--- config.mk ---
export PLATFORM = sky130hd
export DESIGN_NAME = serstream_slave
export DESIGN_NICKNAME = d
export VERILOG_FILES = /design/src/rtl/serstream_pkg.sv /design/src/rtl/serstream_fifo.sv /design/src/rtl/serstream_ctrl.sv /design/src/rtl/serstream_dp.sv /design/src/rtl/serstream_slave.sv
export SDC_FILE = /design/constraint.sdc
export NUM_CORES = 2
export LEC_CHECK = 0
export BUFFER_PORTS_ARGS = -buffer_cell sky130_fd_sc_hd__buf_2
export CAP_MARGIN = 20
export CORE_ASPECT_RATIO = 1.25
export CORE_UTILIZATION = 30
export DETAILED_ROUTE_END_ITERATION = 12
export GPL_ROUTABILITY_DRIVEN = 0
export GPL_TIMING_DRIVEN = 0
export MAX_ROUTING_LAYER = met4
export SLEW_MARGIN = 0
export SYNTH_ARGS = -nofsm -noshare
export SYNTH_HDL_FRONTEND = slang
export SYNTH_SLANG_ARGS = --single-unit
--- constraint.sdc ---
create_clock -name clk -period 3.4 [get_ports clk]
set_input_delay 0.51 -clock clk [delete_from_list [all_inputs] [get_ports clk]]
set_output_delay 0.51 -clock clk [all_outputs]
set_load 0.02 [all_outputs]
--- src/rtl/serstream_pkg.sv ---
`timescale 1ns/1ps
package serstream_pkg;
  localparam int ADDR_W = 7;
  localparam int BYTE_W = 8;

  localparam logic [ADDR_W-1:0] ADDR_WR_PORT  = 7'h01;
  localparam logic [ADDR_W-1:0] ADDR_RD_PORT  = 7'h02;
  localparam logic [ADDR_W-1:0] ADDR_SCRATCH  = 7'h03;
  localparam logic [ADDR_W-1:0] ADDR_WR_LEVEL = 7'h04;
  localparam logic [ADDR_W-1:0] ADDR_RD_LEVEL = 7'h05;
  localparam logic [ADDR_W-1:0] ADDR_FLAGS    = 7'h06;

  // Strobes from control to datapath, one system clock wide each
  typedef struct packed {
    logic              shiftIn;  // sample cmd bit into rx shifter
    logic              commit;   // complete write data byte is ready
    logic              txLoad;   // first falling edge of a read byte
    logic              txShift;  // later falling edge of a read byte
    logic              oeClr;    // chip select idle
    logic [ADDR_W-1:0] regAddr;  // latched target address
  } strobes_t;
endpackage

--- src/rtl/serstream_fifo.sv ---
`timescale 1ns/1ps
module serstream_fifo #(
  parameter int W     = 8,
  parameter int DEPTH = 128
) (
  input  logic                           clk,
  input  logic                           rstN,
  input  logic                           push,
  input  logic [W-1:0]                   din,
  input  logic                           pop,
  output logic [W-1:0]                   dout,
  output logic                           full,
  output logic                           empty,
  output logic [$clog2(DEPTH+1)-1:0]     count
);
  localparam int PTR_W = (DEPTH > 1) ? $clog2(DEPTH) : 1;
  localparam int CNT_W = $clog2(DEPTH + 1);

  logic [W-1:0]     mem [DEPTH];
  logic [PTR_W-1:0] wrPtr, rdPtr;
  logic             doPush, doPop;

  function automatic logic [PTR_W-1:0] nextPtr(input logic [PTR_W-1:0] p);
    return (p == PTR_W'(DEPTH - 1)) ? '0 : p + 1'b1;
  endfunction

  assign full   = (count == CNT_W'(DEPTH));
  assign empty  = (count == '0);
  assign doPush = push && !full;
  assign doPop  = pop && !empty;
  assign dout   = mem[rdPtr];

  always_ff @(posedge clk) begin
    if (doPush) mem[wrPtr] <= din;
  end

  always_ff @(posedge clk or negedge rstN) begin
    if (!rstN) begin
      wrPtr <= '0;
      rdPtr <= '0;
      count <= '0;
    end else begin
      if (doPush) wrPtr <= nextPtr(wrPtr);
      if (doPop)  rdPtr <= nextPtr(rdPtr);
      case ({doPush, doPop})
        2'b10:   count <= count + 1'b1;
        2'b01:   count <= count - 1'b1;
        default: count <= count;
      endcase
    end
  end

  // a push into a full FIFO with no pop leaves the level unchanged
  p_full_push_dropped_r3: assert property (@(posedge clk) disable iff (!rstN)
    (full && push && !pop) |=> $stable(count));

  // a pop from an empty FIFO with no push leaves the level unchanged
  p_empty_pop_ignored_r5: assert property (@(posedge clk) disable iff (!rstN)
    (empty && pop && !push) |=> $stable(count));
endmodule

--- src/rtl/serstream_ctrl.sv ---
`timescale 1ns/1ps
module serstream_ctrl
  import serstream_pkg::*;
(
  input  logic        clk,
  input  logic        rstN,
  input  logic        csN,
  input  logic        sclk,
  input  logic        cmdIn,
  input  logic [7:0]  rxByteNext,
  output logic        cmdBit,
  output strobes_t    st
);
  logic [2:0]        sclkSync;
  logic [1:0]        csSync;
  logic [1:0]        cmdSync;
  logic              sclkRise, sclkFall, csActive;
  logic [2:0]        bitCnt;
  logic              addrDone;
  logic              isRead;
  logic [ADDR_W-1:0] regAddr;

  // Two-flop synchronisers; the third sclk stage feeds edge detection
  always_ff @(posedge clk or negedge rstN) begin
    if (!rstN) begin
      sclkSync <= '1;
      csSync   <= '1;
      cmdSync  <= '0;
    end else begin
      sclkSync <= {sclkSync[1:0], sclk};
      csSync   <= {csSync[0], csN};
      cmdSync  <= {cmdSync[0], cmdIn};
    end
  end

  assign sclkRise = sclkSync[1] && !sclkSync[2];
  assign sclkFall = !sclkSync[1] && sclkSync[2];
  assign csActive = !csSync[1];
  assign cmdBit   = cmdSync[1];

  always_ff @(posedge clk or negedge rstN) begin
    if (!rstN) begin
      bitCnt   <= '0;
      addrDone <= 1'b0;
      isRead   <= 1'b0;
      regAddr  <= '0;
    end else if (!csActive) begin
      bitCnt   <= '0;
      addrDone <= 1'b0;
    end else if (sclkRise) begin
      bitCnt <= bitCnt + 1'b1;
      if (bitCnt == 3'd7 && !addrDone) begin
        addrDone <= 1'b1;
        isRead   <= rxByteNext[7];
        regAddr  <= rxByteNext[ADDR_W-1:0];
      end
    end
  end

  always_comb begin
    st.shiftIn = csActive && sclkRise;
    st.commit  = csActive && sclkRise && (bitCnt == 3'd7) && addrDone && !isRead;
    st.txLoad  = csActive && sclkFall && addrDone && isRead && (bitCnt == 3'd0);
    st.txShift = csActive && sclkFall && addrDone && isRead && (bitCnt != 3'd0);
    st.oeClr   = !csActive;
    st.regAddr = regAddr;
  end

  // an idle chip select clears the bit position and the address phase
  p_idle_resets_count_r7: assert property (@(posedge clk) disable iff (!rstN)
    !csActive |=> (bitCnt == 3'd0 && !addrDone));

  // a committed write byte always follows a finished address byte
  p_commit_after_addr_r2: assert property (@(posedge clk) disable iff (!rstN)
    st.commit |-> $past(csActive));
endmodule

--- src/rtl/serstream_dp.sv ---
`timescale 1ns/1ps
module serstream_dp
  import serstream_pkg::*;
#(
  parameter int DEPTH = 128
) (
  input  logic        clk,
  input  logic        rstN,
  input  strobes_t    st,
  input  logic        cmdBit,
  output logic [7:0]  rxByteNext,
  output logic        rdOut,
  output logic        rdOe,
  input  logic        coreWrPop,
  output logic [7:0]  coreWrData,
  output logic        coreWrEmpty,
  input  logic        coreRdPush,
  input  logic [7:0]  coreRdData,
  output logic        coreRdFull
);
  localparam int CNT_W = $clog2(DEPTH + 1);

  logic [6:0]       rxShift;
  logic [6:0]       txReg;
  logic [7:0]       scratchReg;
  logic             overflowFlag, underflowFlag;
  logic [CNT_W-1:0] wrCount, rdCount;
  logic             wrFull, rdEmpty;
  logic [7:0]       rdHead;
  logic             hitWrPort, hitRdPort, wrPush, rdPop;
  logic             ovfSet, unfSet, ovfClr, unfClr;
  logic [7:0]       txValue;

  assign rxByteNext = {rxShift, cmdBit};
  assign hitWrPort  = (st.regAddr == ADDR_WR_PORT);
  assign hitRdPort  = (st.regAddr == ADDR_RD_PORT);
  assign wrPush     = st.commit && hitWrPort;
  assign rdPop      = st.txLoad && hitRdPort && !rdEmpty;
  assign ovfSet     = wrPush && wrFull;
  assign unfSet     = st.txLoad && hitRdPort && rdEmpty;
  assign ovfClr     = st.commit && (st.regAddr == ADDR_FLAGS) && rxByteNext[0];
  assign unfClr     = st.commit && (st.regAddr == ADDR_FLAGS) && rxByteNext[1];

  serstream_fifo #(.W(8), .DEPTH(DEPTH)) u_wrFifo (
    .clk(clk), .rstN(rstN),
    .push(wrPush), .din(rxByteNext),
    .pop(coreWrPop), .dout(coreWrData),
    .full(wrFull), .empty(coreWrEmpty), .count(wrCount)
  );

  serstream_fifo #(.W(8), .DEPTH(DEPTH)) u_rdFifo (
    .clk(clk), .rstN(rstN),
    .push(coreRdPush), .din(coreRdData),
    .pop(rdPop), .dout(rdHead),
    .full(coreRdFull), .empty(rdEmpty), .count(rdCount)
  );

  // Byte presented for the read data byte that is starting
  always_comb begin
    case (st.regAddr)
      ADDR_RD_PORT:  txValue = rdEmpty ? 8'h00 : rdHead;
      ADDR_SCRATCH:  txValue = scratchReg;
      ADDR_WR_LEVEL: txValue = 8'(wrCount);
      ADDR_RD_LEVEL: txValue = 8'(rdCount);
      ADDR_FLAGS:    txValue = {6'b0, underflowFlag, overflowFlag};
      default:       txValue = 8'h00;
    endcase
  end

  always_ff @(posedge clk or negedge rstN) begin
    if (!rstN) begin
      rxShift       <= '0;
      txReg         <= '0;
      rdOut         <= 1'b0;
      rdOe          <= 1'b0;
      scratchReg    <= '0;
      overflowFlag  <= 1'b0;
      underflowFlag <= 1'b0;
    end else begin
      if (st.shiftIn) rxShift <= rxByteNext[6:0];

      if (st.commit && st.regAddr == ADDR_SCRATCH) scratchReg <= rxByteNext;

      if (ovfSet)      overflowFlag <= 1'b1;
      else if (ovfClr) overflowFlag <= 1'b0;
      if (unfSet)      underflowFlag <= 1'b1;
      else if (unfClr) underflowFlag <= 1'b0;

      if (st.oeClr) begin
        rdOe <= 1'b0;
      end else if (st.txLoad) begin
        rdOe  <= 1'b1;
        rdOut <= txValue[7];
        txReg <= txValue[6:0];
      end else if (st.txShift) begin
        rdOut <= txReg[6];
        txReg <= {txReg[5:0], 1'b0};
      end
    end
  end

  // a byte started on an empty read FIFO drives zero and flags underflow
  p_underflow_zero_r5: assert property (@(posedge clk) disable iff (!rstN)
    (st.txLoad && hitRdPort && rdEmpty) |=> (!rdOut && underflowFlag));

  // the overflow flag holds until a clearing write
  p_overflow_sticky_r3: assert property (@(posedge clk) disable iff (!rstN)
    (overflowFlag && !ovfClr) |=> overflowFlag);

  // the read line is only enabled by the start of a read data byte
  p_oe_needs_load_r6: assert property (@(posedge clk) disable iff (!rstN)
    $rose(rdOe) |-> $past(st.txLoad));

  // an idle chip select releases the read line
  p_oe_idle_off_r6: assert property (@(posedge clk) disable iff (!rstN)
    st.oeClr |=> !rdOe);
endmodule

--- src/rtl/serstream_slave.sv ---
`timescale 1ns/1ps
module serstream_slave
  import serstream_pkg::*;
#(
  parameter int FIFO_DEPTH = 128
) (
  input  logic       clk,
  input  logic       rstN,
  input  logic       csN,
  input  logic       sclk,
  input  logic       cmdIn,
  output logic       rdOut,
  output logic       rdOe,
  input  logic       coreWrPop,
  output logic [7:0] coreWrData,
  output logic       coreWrEmpty,
  input  logic       coreRdPush,
  input  logic [7:0] coreRdData,
  output logic       coreRdFull
);
  strobes_t   st;
  logic       cmdBit;
  logic [7:0] rxByteNext;

  serstream_ctrl u_ctrl (
    .clk(clk), .rstN(rstN), .csN(csN), .sclk(sclk), .cmdIn(cmdIn),
    .rxByteNext(rxByteNext), .cmdBit(cmdBit), .st(st)
  );

  serstream_dp #(.DEPTH(FIFO_DEPTH)) u_dp (
    .clk(clk), .rstN(rstN), .st(st), .cmdBit(cmdBit),
    .rxByteNext(rxByteNext), .rdOut(rdOut), .rdOe(rdOe),
    .coreWrPop(coreWrPop), .coreWrData(coreWrData), .coreWrEmpty(coreWrEmpty),
    .coreRdPush(coreRdPush), .coreRdData(coreRdData), .coreRdFull(coreRdFull)
  );
endmodule

== After elaboration in Yosys (flattened, before gate mapping) ==
Memories as Yosys holds them, arrays and structs flattened.
Index checks and enable logic that the tools add are counted.

* Bits in registers: 89
* Bits in writable memories: 2048
* Input port bits: 15
* Word-level logic and storage cells: 125
* Memories kept: 2

{| class="wikitable"
|+ Memories
! name !! depth !! bits a word !! read ports !! clocked after memory_dff !! write ports !! RTL line !! text
|-
| u_dp.u_rdFifo.mem || 128 || 8 || 1 || 0 || 1 || serstream_fifo.sv:19 || <nowiki>logic [W-1:0] mem [DEPTH];</nowiki>
|-
| u_dp.u_wrFifo.mem || 128 || 8 || 1 || 0 || 1 || serstream_fifo.sv:19 ||
|}

* Add/sub/neg operators: 9
* Equality and inequality tests: 17
* Mux-type cells: 27
* Bitwise operators: 1
* Reductions and logical operators: 49

{| class="wikitable"
|+ Operators by type and width
! cell !! number
|-
| $mux W7 || 6
|-
| $pmux W8 S5 || 1
|-
| $pmux W8 S2 || 2
|-
| $add A7 B1 Y7 const B || 4
|-
| $eq A7 B7 Y1 const B || 4
|-
| $logic_and A1 B1 Y1 || 25
|-
| $eq A7 B3 Y1 const B || 3
|-
| $add A8 B1 Y8 const B || 2
|-
| $eq A8 B8 Y1 const B || 2
|-
| $logic_not A8 Y1 || 2
|-
| $reduce_bool A2 Y1 || 8
|-
| $sub A8 B1 Y8 const B || 2
|-
| $mux W1 || 15
|-
| $eq A7 B2 Y1 const B || 2
|-
| $logic_not A1 Y1 || 9
|-
| $mux W8 || 1
|-
| $eq A7 B1 Y1 const B || 1
|-
| $mux W3 || 2
|-
| $eq A2 B1 Y1 const B || 2
|-
| $eq A2 B2 Y1 const B || 2
|-
| $reduce_and A2 Y1 || 2
|-
| $add A3 B1 Y3 const B || 1
|-
| $eq A3 B3 Y1 const B || 1
|-
| $logic_not A3 Y1 || 1
|-
| 3 further kinds || 3
|}

== Longest topological paths before layout ==
* Word-level depth: 11
* Gate-level depth with buffers: 17
* Gate-level depth less buffers: 15

== Modules after synthesis ==
Synthesis repeated with hierarchy kept, for this count alone.

* Cells, all modules: 4210
* Area total of the unflattened synthesis: 84018.1 µm²

{| class="wikitable"
|+ Modules (own cells, without submodules)
! module !! times used !! cells each !! area each (µm²) !! sequential area each (µm²)
|-
| serstream_fifo || 2 || 2016 || 40911.7 || 31300.0
|-
| serstream_dp || 1 || 128 || 1430.1 || 650.6
|-
| serstream_ctrl || 1 || 50 || 764.5 || 481.7
|}

== Worst setup path after synthesis ==
Ideal clock, no wire load.

* Path type: flip-flop to flip-flop
* From: register u_ctrl.csSync[1]
* To: register u_dp.u_rdFifo.count[6]
* Arrival: 3.605 ns
* Setup slack: -0.330 ns
* Stages on the path, launching flop included: 17
* Buffers on the path: 1
* Clock period less this slack: 3.730 ns
* Path through: dfstp_2 nand2b_1 nor3_1 nand3b_1 nand2b_1 inv_1 ha_1 buf_1 xor2_1 ha_1 or3_1 a21oi_1 nor3_1 a31o_2 a221oi_1 nor2_1 xor2_1

* Longest elaborated chain between the ends: 10

{| class="wikitable"
|+ RTL lines
! what !! RTL line !! text
|-
| start: declaration || serstream_ctrl.sv:15 || <nowiki>logic [1:0] csSync;</nowiki>
|-
| start signal: assignment || serstream_ctrl.sv:31 || <nowiki>csSync <= {csSync[0], csN};</nowiki>
|-
| $logic_not A1 Y1 * || serstream_ctrl.sv:38 || <nowiki>assign csActive = !csSync[1];</nowiki>
|-
| $logic_and A1 B1 Y1 * (4 in a row) || serstream_ctrl.sv:63 || <nowiki>st.txLoad = csActive && sclkFall && addrDone && isRead && (bitCnt == 3'd0);</nowiki>
|-
| $logic_and A1 B1 Y1 * (2 in a row) || serstream_dp.sv:38 || <nowiki>assign rdPop = st.txLoad && hitRdPort && !rdEmpty;</nowiki>
|-
| $logic_and A1 B1 Y1 * || serstream_fifo.sv:30 || <nowiki>assign doPop = pop && !empty;</nowiki>
|-
| via u_dp.u_rdFifo.doPop || serstream_fifo.sv:21 || <nowiki>logic doPush, doPop;</nowiki>
|-
| $eq A2 B1 Y1 / $eq A2 B2 Y1 (equally long branches) || serstream_fifo.sv:45 || <nowiki>case ({doPush, doPop})</nowiki>
|-
| $pmux W8 S2 / $reduce_bool A2 Y1 (equally long branches) || -- ||
|-
| end signal: assignment || serstream_fifo.sv:46 || <nowiki>2'b10: count <= count + 1'b1;</nowiki>
|-
| end signal: assignment || serstream_fifo.sv:47 || <nowiki>2'b01: count <= count - 1'b1;</nowiki>
|-
| end signal: assignment || serstream_fifo.sv:48 || <nowiki>default: count <= count;</nowiki>
|-
| end: declaration || serstream_fifo.sv:14 || <nowiki>output logic [$clog2(DEPTH+1)-1:0] count</nowiki>
|}

The timed path passes the listed nets; every way through them passes the cells marked *.
A chain may end at the register's enable or synchronous reset.

== Worst setup path after layout ==
* From: register u_dp.u_wrFifo.rdPtr[0]
* To: output port coreWrData[5]

* Longest elaborated chain between the ends: 1

{| class="wikitable"
|+ RTL lines
! what !! RTL line !! text
|-
| start: declaration || serstream_fifo.sv:20 || <nowiki>logic [PTR_W-1:0] wrPtr, rdPtr;</nowiki>
|-
| start signal: assignment || serstream_fifo.sv:44 || <nowiki>if (doPop) rdPtr <= nextPtr(rdPtr);</nowiki>
|-
| $mem_v2 Z128 W8 || -- ||
|-
| end: declaration || serstream_slave.sv:15 || <nowiki>output logic [7:0] coreWrData,</nowiki>
|}

Every way passes these cells.

==> results.json <==
{
  "status": "finished, violations left",
  "violations": "negative setup slack",
  "clkPwrFrac_pct": 33.4,
  "min_period_ps": 4370,
  "sw_frac_of_total_pct": 27.5,
  "synth_fa_ha_area_share_pct": 0.277,
  "place_worst_setup_slack_ps": -1380,
  "vias": 42900,
  "layout_commonest_cell": "edfxtp_1",
  "synth_top_family_by_area": "multiplexers",
  "grt_first_pass_wirelength_um": 335000,
  "setup_ws_ps": -966,
  "min_from": "coreRdData[4]",
  "finalHoldViolCount": 0,
  "grt_usage_pct": 17.4,
  "crit_fanout": 6,
  "cts_root_buf": "clkbuf_16",
  "dpl.cell_count": 7755,
  "powerDensity_mw_per_mm2": 682,
  "fin_nets": 4351,
  "cts_buffers": 203,
  "drive_gt1_share_pct": 31.4,
  "total_power_w": 0.0675,
  "power.internal_w": 0.0489,
  "power_frac_comb_pct": 20.1,
  "clock.fmax_ghz": 0.229,
  "io_pins": 27,
  "netlist_area_mm2": 0.0840,
  "coreArea_mm2": 0.278,
  "p_leak_nw": 30.1,
  "synth_edf_count": 2048,
  "cts_tree": "built",
  "die_h_um": 594,
  "wl_um": 244000,
  "dieArea_mm2": 0.282,
  "critPathMaxStageDelay_ps": 530,
  "start_util_pct": 30.3,
  "crit_required_ps": 2890,
  "clk_path_buf_depth": 3,
  "grt_setup_unrepaired": "true",
  "crit_path_top_delay_cell": "mux4_2",
  "firstDrtPassIters": 8,
  "crit_top_cell": "buf_12",
  "clkTransAtPathRegs_ps": 60,
  "holdWs_ps": 154,
  "relSlewSlack_pct": 21.0,
  "avgSynthCellArea_um2": 21.1,
  "utilization_pct": 35.7,
  "ir_drop_v": 0.000525,
  "syn_inst": 3977,
  "synthMuxAreaShare_pct": 16.9,
  "netlist.top_cell.by_area": "edfxtp_1",
  "antenna_found_initial": 6,
  "stdcell_count": 8200,
  "endpoint_kind": "output port",
  "die_w_um": 475,
  "num_rows": 216,
  "grt_overflow_total": 0,
  "power.switching_w": 0.0185,
  "ys_seq_elements": 2137,
  "wire_per_inst_um": 29.7,
  "cp-start-kind": "flip-flop",
  "synthToLayoutAreaGrowth_pct": 17.8,
  "hpwl_um": 159000,
  "synth-compound-area-share_pct": 2.01,
  "viasPerCell": 5.24,
  "synth-main-ff-cell": "edfxtp_1",
  "clk_latency_ps": 850,
  "critPathArrivalTime_ps": 3860,
  "hold_path.class": "in2reg",
  "tightest_slew_ps": 1170,
  "power_frac_seq_pct": 46.4,
  "nFillCells": 25500,
  "cp_num_buf_inv": 7,
  "post-route-period-util_pct": 128,
  "rr_startpoint": "u_dp.u_rdFifo.count[1]",
  "final_cell_mix": "edfxtp_1 (2048), mux4_2 (543), clkbuf_16 (214)",
  "worstSetupPathType": "reg2out",
  "setup_viol": 19,
  "grt_max_degree": 106,
  "synth_top_area_share_pct": 73.2,
  "syn_nets": 4010,
  "crit_family": "multiplexers",
  "grt_pass1_vias": 43100,
  "async_flop_share_pct": 4.16,
  "cts_sinks": 2137,
  "ant_nets": 0,
  "crit_chain": "buf_6, buf_12, buf_12, buf_12, buf_12, buf_12, mux4_2, mux4_2, mux2i_1, o22ai_2, a221o_1, buf_6",
  "slew_viol_final": 0,
  "drt_iter0_markers": 5454,
  "synthTopCellsByArea": "edfxtp_1 (73%), mux4_2 (15%), dfrtp_1 (2.5%)",
  "maxCapViolations": 0,
  "ys_warn_count": 0,
  "synth_simple_gate_area_share_pct": 3.04,
  "ys_seq_area_share_pct": 75.9,
  "io_buffers": 26,
  "htreeDepth": 4,
  "skew_ps": 29.1,
  "startpoint": "u_dp.u_wrFifo.rdPtr[0]",
  "drc": 0,
  "ys_types": 64,
  "synth_xor_area_share_pct": 0.375
}
synth_stat cells, types with 8 or more instances:
master    instances
o21ai_0          50
nor3_1           17
and3_1            9
a21oi_1          25
a22oi_1          28
buf_6            21
nor2b_1          25
nand2_1         111
nand3b_1         11
dfrtp_1          84
buf_4             8
xnor2_1          18
buf_1            17
mux4_2          543
o22ai_1          14
edfxtp_1       2048
xor2_1           18
inv_1            16
mux2_2           50
o211ai_1         10
a221oi_1         49
nand3_1          39
mux2i_1         117
buf_2            67
a31oi_1          16
clkbuf_1         97
ha_1             17
nand2b_1         13
mux4_1           10
nor2_1          329
and2_1           11
routing by layer:
layer / vias up / GRT usage [%] / wire [um]
met5: - / - / 0
met4: 0 / 7.86 / 12400
met3: 562 / 3.35 / 18500
met2: 2126 / 28.6 / 123000
met1: 23000 / 20.5 / 90000
li1: 17300 / - / -
sequential cells by signal, summed over array words and instances (netlist names), 3 cells and up:
signal               cells
u_dp.u_rdFifo.mem     1024
u_dp.u_wrFifo.mem     1024
u_dp.scratchReg          8
u_dp.u_rdFifo.count      8
u_dp.u_wrFifo.count      8
u_ctrl.regAddr           7
u_dp.rxShift             7
u_dp.txReg               7
u_dp.u_rdFifo.rdPtr      7
u_dp.u_rdFifo.wrPtr      7
u_dp.u_wrFifo.rdPtr      7
u_dp.u_wrFifo.wrPtr      7
u_ctrl.bitCnt            3
u_ctrl.sclkSync          3
per-stage QoR:
| stage | instance area, um2 | TNS (ps) |
|---|---|---|
| after floorplan | 84000 | -2.27 |
| after global placement | 88800 | -1812940 |
| after detailed placement | 89800 | -1098100 |
| after CTS | 98400 | -12020 |
| after global routing | 99000 | -8310 |
| final | 99000 | -7830 |
power by group through the flow:
stage / Clock (W) / Sequential, W / Combinational (W)
detailed placement: 0 / 0.0318 / 0.0119
global route: 0.0237 / 0.0314 / 0.0139
CTS: 0.0227 / 0.0313 / 0.0132
global placement: 0 / 0.0329 / 0.0103
floorplan: 0 / 0.0320 / 0.00609
finish: 0.0226 / 0.0313 / 0.0136
repair_timing:
| action | 4_1_cts | 5_1_grt |
|---|---|---|
| buffers inserted | 49 | 13 |
| endpoints found under the hold margin | 29 | 0 |
| hold buffers | 4 | 0 |
| pin swaps | 28 | 27 |
| cloned | 3 | 4 |
| endpoints found under the setup margin | 1861 | 494 |
| gates resized for setup | 468 | 100 |
area by class of cell:
type,instances,area [um2],share of cell area (%)
clock buffer,276,5570,5.63
inverter,17,76.3,0.0771
timing repair buffer,145,2000,2.02
buffer,209,1880,1.90
clock inverter,98,943,0.953
multi-input combinational,1605,20100,20.3
antenna,7,17.5,0.0177
sequential,2137,63800,64.4
tap,3706,4640,4.69
logic make-up (layout without fill, tap and decap cells):
logic type,after synthesis,after routing
other cells,0,7
xor+xnor,36,36
buf+inv,235,745
fa+ha+maj,18,18
compound gates,240,240
simple gates,591,591
flops,2137,2137
mux,720,720
path summary, 6_finish.rpt:
path | to | slack (ps) | cells after the start
min in group asynchronous | u_dp.u_rdFifo.rdPtr[2] | 250 | 2
min reg2reg | u_ctrl.cmdSync[1] | 350 | 0
max reg2reg | u_dp.u_rdFifo.count[6] | -200 | 16
max in group asynchronous | u_ctrl.sclkSync[0] | 2360 | 3
min | u_dp.u_rdFifo.mem[102][4] | 150 | 1
max | coreWrData[5] | -970 | 12
No activity file was read; power rests on OpenSTA's default activity.
